## src/rtl/rx_silo_pkg.sv

```systemverilog
package rx_silo_pkg;

    localparam int TAG_W  = 4;
    localparam int CHAR_W = 8;
    localparam int WORD_W = 16;

    typedef struct packed {
        logic              ovr;
        logic              ferr;
        logic              perr;
        logic [TAG_W-1:0]  line;
        logic [CHAR_W-1:0] ch;
    } silo_entry_t;

    typedef struct packed {
        logic              ovr;
        logic              ferr;
        logic              perr;
        logic [CHAR_W-1:0] ch;
    } held_char_t;

    function automatic logic [WORD_W-1:0] pack_word(logic present, silo_entry_t e);
        return present ? {1'b1, e} : '0;
    endfunction

endpackage

```

## src/rtl/rx_line_hold.sv

```systemverilog
module rx_line_hold
    import rx_silo_pkg::*;
(
    input  logic              clk,
    input  logic              rst,
    input  logic              in_v,
    input  logic [CHAR_W-1:0] in_ch,
    input  logic              in_pe,
    input  logic              in_fe,
    input  logic              take,
    output logic              held_v,
    output held_char_t        held
);

    always_ff @(posedge clk) begin
        if (rst) begin
            held_v <= 1'b0;
            held   <= '0;
        end else if (in_v) begin
            held_v    <= 1'b1;
            held.ch   <= in_ch;
            held.perr <= in_pe;
            held.ferr <= in_fe;
            held.ovr  <= held_v && !take;
        end else if (take) begin
            held_v <= 1'b0;
        end
    end

endmodule

```

## src/rtl/rx_prio_arb.sv

```systemverilog
module rx_prio_arb #(
    parameter int N  = 16,
    parameter int IW = 4
) (
    input  logic [N-1:0]  req,
    output logic [N-1:0]  gnt,
    output logic [IW-1:0] idx,
    output logic          any
);

    always_comb begin
        gnt = '0;
        idx = '0;
        any = 1'b0;
        for (int i = N - 1; i >= 0; i--) begin
            if (req[i]) begin
                gnt    = '0;
                gnt[i] = 1'b1;
                idx    = IW'(i);
                any    = 1'b1;
            end
        end
    end

endmodule

```

## src/rtl/rx_silo_fifo.sv

```systemverilog
module rx_silo_fifo
    import rx_silo_pkg::*;
#(
    parameter int DEPTH = 64,
    parameter int AW    = $clog2(DEPTH),
    parameter int CW    = $clog2(DEPTH + 1)
) (
    input  logic        clk,
    input  logic        rst,
    input  logic        push,
    input  silo_entry_t din,
    input  logic        pop,
    output silo_entry_t dout,
    output logic [CW-1:0] fill,
    output logic        full,
    output logic        empty
);

    silo_entry_t   mem [DEPTH];
    logic [AW-1:0] wp, rp;

    assign full  = (fill == CW'(DEPTH));
    assign empty = (fill == '0);
    assign dout  = mem[rp];

    always_ff @(posedge clk) begin
        if (push) mem[wp] <= din;
    end

    always_ff @(posedge clk) begin
        if (rst) begin
            wp   <= '0;
            rp   <= '0;
            fill <= '0;
        end else begin
            if (push) wp <= (wp == AW'(DEPTH - 1)) ? '0 : wp + 1'b1;
            if (pop)  rp <= (rp == AW'(DEPTH - 1)) ? '0 : rp + 1'b1;
            if (push && !pop)      fill <= fill + 1'b1;
            else if (pop && !push) fill <= fill - 1'b1;
        end
    end

endmodule

```

## src/rtl/rx_silo.sv

```systemverilog
module rx_silo
    import rx_silo_pkg::*;
#(
    parameter int LINES     = 16,
    parameter int DEPTH     = 64,
    parameter int ALARM_RST = 16,
    parameter int CW        = $clog2(DEPTH + 1)
) (
    input  logic                    clk,
    input  logic                    rst,
    input  logic [LINES-1:0]        ln_valid,
    input  logic [CHAR_W*LINES-1:0] ln_char,
    input  logic [LINES-1:0]        ln_perr,
    input  logic [LINES-1:0]        ln_ferr,
    input  logic                    rd_pop,
    input  logic                    alarm_we,
    input  logic [CW-1:0]           alarm_val,
    input  logic                    rx_ie,
    output logic [WORD_W-1:0]       rd_word,
    output logic                    rx_pend,
    output logic                    rx_irq
);

    logic [LINES-1:0] held_v;
    held_char_t       held [LINES];
    logic [LINES-1:0] grant;
    logic [TAG_W-1:0] win;
    logic             any_held;
    logic             full, empty, push, pop, accept, drop_flag;
    logic [CW-1:0]    fill;
    logic [CW-1:0]    alarm;
    silo_entry_t      new_e, head_e;

    for (genvar g = 0; g < LINES; g++) begin : g_line
        rx_line_hold u_hold (
            .clk    (clk),
            .rst    (rst),
            .in_v   (ln_valid[g]),
            .in_ch  (ln_char[g*CHAR_W +: CHAR_W]),
            .in_pe  (ln_perr[g]),
            .in_fe  (ln_ferr[g]),
            .take   (grant[g]),
            .held_v (held_v[g]),
            .held   (held[g])
        );
    end

    rx_prio_arb #(.N(LINES), .IW(TAG_W)) u_arb (
        .req (held_v),
        .gnt (grant),
        .idx (win),
        .any (any_held)
    );

    assign pop    = rd_pop && !empty;
    assign accept = !full || pop;
    assign push   = any_held && accept;

    always_comb begin
        new_e.ch   = held[win].ch;
        new_e.perr = held[win].perr;
        new_e.ferr = held[win].ferr;
        new_e.ovr  = held[win].ovr || drop_flag;
        new_e.line = win;
    end

    always_ff @(posedge clk) begin
        if (rst)                      drop_flag <= 1'b0;
        else if (any_held && !accept) drop_flag <= 1'b1;
        else if (push)                drop_flag <= 1'b0;
    end

    rx_silo_fifo #(.DEPTH(DEPTH), .CW(CW)) u_fifo (
        .clk   (clk),
        .rst   (rst),
        .push  (push),
        .din   (new_e),
        .pop   (pop),
        .dout  (head_e),
        .fill  (fill),
        .full  (full),
        .empty (empty)
    );

    always_ff @(posedge clk) begin
        if (rst)           alarm <= CW'(ALARM_RST);
        else if (alarm_we) alarm <= alarm_val;
    end

    assign rd_word = pack_word(!empty, head_e);
    assign rx_pend = !empty && (fill >= alarm);
    assign rx_irq  = rx_pend && rx_ie;

endmodule

```

## config.mk

```make
export PLATFORM = sky130hd
export DESIGN_NAME = rx_silo
export DESIGN_NICKNAME = d
export VERILOG_FILES = /design/src/rtl/rx_silo_pkg.sv /design/src/rtl/rx_line_hold.sv /design/src/rtl/rx_prio_arb.sv /design/src/rtl/rx_silo_fifo.sv /design/src/rtl/rx_silo.sv
export SDC_FILE = /design/constraint.sdc
export NUM_CORES = 1
export LEC_CHECK = 0
export CORE_MARGIN = 3
export CORE_UTILIZATION = 40
export CTS_CLUSTER_SIZE = 28
export DETAILED_ROUTE_END_ITERATION = 12
export PLACE_DENSITY_LB_ADDON = 0.3
export SETUP_SLACK_MARGIN = 0.3
export SYNTH_ARGS = -nofsm -noshare
export SYNTH_HDL_FRONTEND = slang
export SYNTH_HIERARCHICAL = 1
export SYNTH_SLANG_ARGS = --single-unit
export TNS_END_PERCENT = 100
```

## constraint.sdc

```tcl
create_clock -name clk -period 8.9 [get_ports clk]
set_input_delay 1.78 -clock clk [delete_from_list [all_inputs] [get_ports clk]]
set_output_delay 1.78 -clock clk [all_outputs]
set_load 0.1 [all_outputs]
```

==> results.json <==
{
  "cts.sinks": 1185,
  "post-synth-top-count-cell": "edfxtp_1",
  "rsz0062_at_grt": "false",
  "clock.fmax_mhz": 133.4,
  "ant_nets": 0,
  "clkPwrFrac_pct": 35.0,
  "synthTopCellsByCount": "edfxtp_1, nor2_1, mux4_2",
  "die_w_um": 350.2,
  "grt_max_degree": 124,
  "syn_area_um2": 47390,
  "synth_cells": 2675,
  "rows": 125,
  "ys.flop_type": "edfxtp_1",
  "grt_pass1_wl_mm": 180.4,
  "hold-worst-slack_ns": 0.4889,
  "drv_slew": 0,
  "setup_viol": 0,
  "syn_nets": 2879,
  "seq_area_um2": 33340,
  "cts_setup_buffers": 0,
  "cpMostUsedCell": "o211ai_1",
  "worstPathRequired_ns": 7.12,
  "max_cap_violations": 0,
  "grt_pass1_vias": 26691,
  "cts_max_path_buffers": 3,
  "hp-class": "reg -> reg",
  "async_flop_share_pct": 0,
  "ir_drop_uv": 501.6,
  "setup_ws_ns": 1.406,
  "fin_crit_sh_pct": 84.20,
  "insertion_delay_ns": 0.71,
  "wl_per_cell_um": 27.03,
  "clockRootBuffer": "clkbuf_16",
  "seq_area_frac_synth_pct": 70.33,
  "power_switching_mw": 3.830,
  "p_int_mw": 10.00,
  "hold_viol_final": 0,
  "syn_avg_cell_area_um2": 17.72,
  "final_nets": 3130,
  "drive_above_1_share_pct": 19.66,
  "io_pins": 206,
  "cts-htree-levels": 3,
  "synthToLayoutAreaGrowth_pct": 15.97,
  "synth_area_leaders": "edfxtp_1, mux4_2, dfxtp_1",
  "die_area_um2": 122600,
  "clk_pin_slew_worst_paths_ns": 0.06,
  "synth_top_area_share_pct": 60.83,
  "worst_path_max_delay_cell": "dfxtp_4",
  "gr-usage-all-layers_pct": 20.00,
  "first_iter_violations": 2550,
  "fin_skew_ns": 0.02639,
  "worstMarginPinSlew_ns": 1.344,
  "swShare_pct": 27.69,
  "start_util_pct": 40.56,
  "dp_hpwl_mm": 75.45,
  "tns_ns": 0,
  "port_buffers": 205,
  "synth_edf_count": 960,
  "cts_hold_repair.buffers": 0,
  "critical_path_arrival_ns": 5.71,
  "finalWirelength_mm": 123.1,
  "whs_path_depth": 2,
  "crit_chain": "buf_4 > nand2b_1 > o22ai_1 > a21oi_1 > o211ai_1 > o211ai_1 > nor2b_1 > clkdlybuf4s50_1",
  "slew_headroom_pct": 10.33,
  "multi_input_area_um2": 13060,
  "grt_remaining_overflow": 0,
  "post_drt_via_cell_ratio": 5.677,
  "critPathKind": "reg -> out",
  "place_ws_ns": 2.344,
  "worstRegToRegCells": 8,
  "yosysTopAreaCell": "edfxtp_1",
  "vias": 25854,
  "worst-path-max-fanout": 61,
  "synth-seq-cells": 1185,
  "critPathCaptureType": "primary output",
  "outcome": "finished, final reports clean",
  "finalWeightedCongestion": 0.8563,
  "p_leak_nw": 18.28,
  "yosysUniqueCellTypes": 75,
  "period_minus_slack_ns": 7.494,
  "comb_power_share_pct": 18.3,
  "ctsResizeCount": 0,
  "critPathMaxStageDelay_ns": 1.01,
  "core-area_um2": 116800,
  "drc": 0,
  "antenna_found_initial": 5,
  "cts_buffers": 118,
  "p_per_area_nw_per_um2": 251.6,
  "cts_tree": "done",
  "n_fill_cell": 9643,
  "power_frac_seq_pct": 46.7,
  "die_y_um": 350.2,
  "yosys_warnings": 6,
  "detail_route.first_pass.iterations": 7,
  "startpoint_type": "flop"
}
[critical path: cells and delay by family (launching register included)]
family,cells,cell delay (ns)
AOI/OAI and AO/OA,4,1.35
buffers and inverters,2,1.76
DFF,1,1.01
and+or+nand+nor,2,0.67
[through the flow]
stage	instance area, µm²	total power [mW]	utilization (%)	cells
6_report	54960	13.83	47.04	4554
5_1_grt	54960	14.32	47.04	4554
3_5_place_dp	51160	9.120	43.79	4330
2_1_floorplan	47390	8.315	-	2675
4_1_cts	54950	13.96	47.04	4551
3_3_place_gp	51160	9.071	43.79	4330
[metal layers]
layer  GRT usage (%)  share of wire, %  up-vias
li1                -                 -    11126
met1           26.78                41    13604
met2           33.15                49      933
met3           3.741               6.9      191
met4           6.413               2.9        0
met5               0                 0        -
[kinds of logic (layout without fill, tap and decap cells)]
| family | after synthesis | in the layout | synth area share (%) |
|---|---|---|---|
| flip-flops | 1185 | 1185 | 70.33 |
| AND/OR/NAND/NOR | 514 | 514 | 5.214 |
| multiplexers | 495 | 495 | 17.64 |
| AO/OA/AOI/OAI | 258 | 258 | 3.725 |
| buffers and inverters | 196 | 548 | 2.445 |
| adder cells (fa/ha/maj) | 16 | 16 | 0.4383 |
| XOR/XNOR | 11 | 11 | 0.2033 |
| other | 0 | 3 | 0 |
[worst paths after layout]
kind / from / end / slack, ns
max: flop / rd_word[5] / 1.41
min: g_line[9].u_hold/held[4]$_SDFFE_PP0P_ / g_line[9].u_hold/held[4]$_SDFFE_PP0P_ / 0.49
max reg2reg: u_fifo/fill[0]$_SDFFE_PP0P_ / u_fifo/mem[23][10]$_DFFE_PP_ / 4.32
min reg2reg: g_line[9].u_hold/held[4]$_SDFFE_PP0P_ / g_line[9].u_hold/held[4]$_SDFFE_PP0P_ / 0.49
[cells in the final DEF (no fill, tap or decap), types with 10 or more instances in the layout]
master and count:
nor3_1 23, or3b_1 16, clkbuf_1 21, a211oi_1 12, nand2_2 10, inv_1 41
nor2b_1 34, mux2_2 31, buf_4 77, mux4_2 247, mux2i_1 200, nand2_1 43
nor2_2 28, o22ai_1 24, clkdlybuf4s50_1 204, nor2_1 252, edfxtp_1 960, ha_1 15
nand2b_1 27, mux4_1 17, nand3_1 17, clkbuf_16 122, o211ai_1 12, a21oi_1 52
clkinv_1 30, dfxtp_1 221, o31ai_1 16, a22oi_1 51, o21ai_0 30, clkinv_2 22
[area by class of cell]
type	instances	share of cell area (%)
clock inverters	73	1.075
flip-flops and latches	1185	60.67
diodes	3	0.01366
well taps	1524	3.470
clock buffers	148	5.824
inverters	42	0.2869
repair buffers	285	4.897
multi-input cells	1294	23.76
[state kept, by name (all words and copies together), names as in the netlist, named ones only]
| name | flops |
|---|---|
| g_line.u_hold/held | 176 |
| u_fifo/fill | 7 |
| u_fifo/wp | 6 |
| u_fifo/mem | 960 |
| u_fifo/rp | 6 |
| g_line.u_hold/held_v | 16 |
| drop_flag | 1 |
| alarm | 7 |
[power by group through the flow]
stage                     Sequential [mW]  Clock [mW]  Combinational (mW)
after CTS                            6.46        4.95                2.55
after global routing                 6.48        5.17                2.68
after floorplan                      6.48           0                1.83
after detailed placement             6.58           0                2.54
after global placement               6.57           0                2.50
final                                6.46        4.85                2.52
Power figures use the tool's default switching activity.
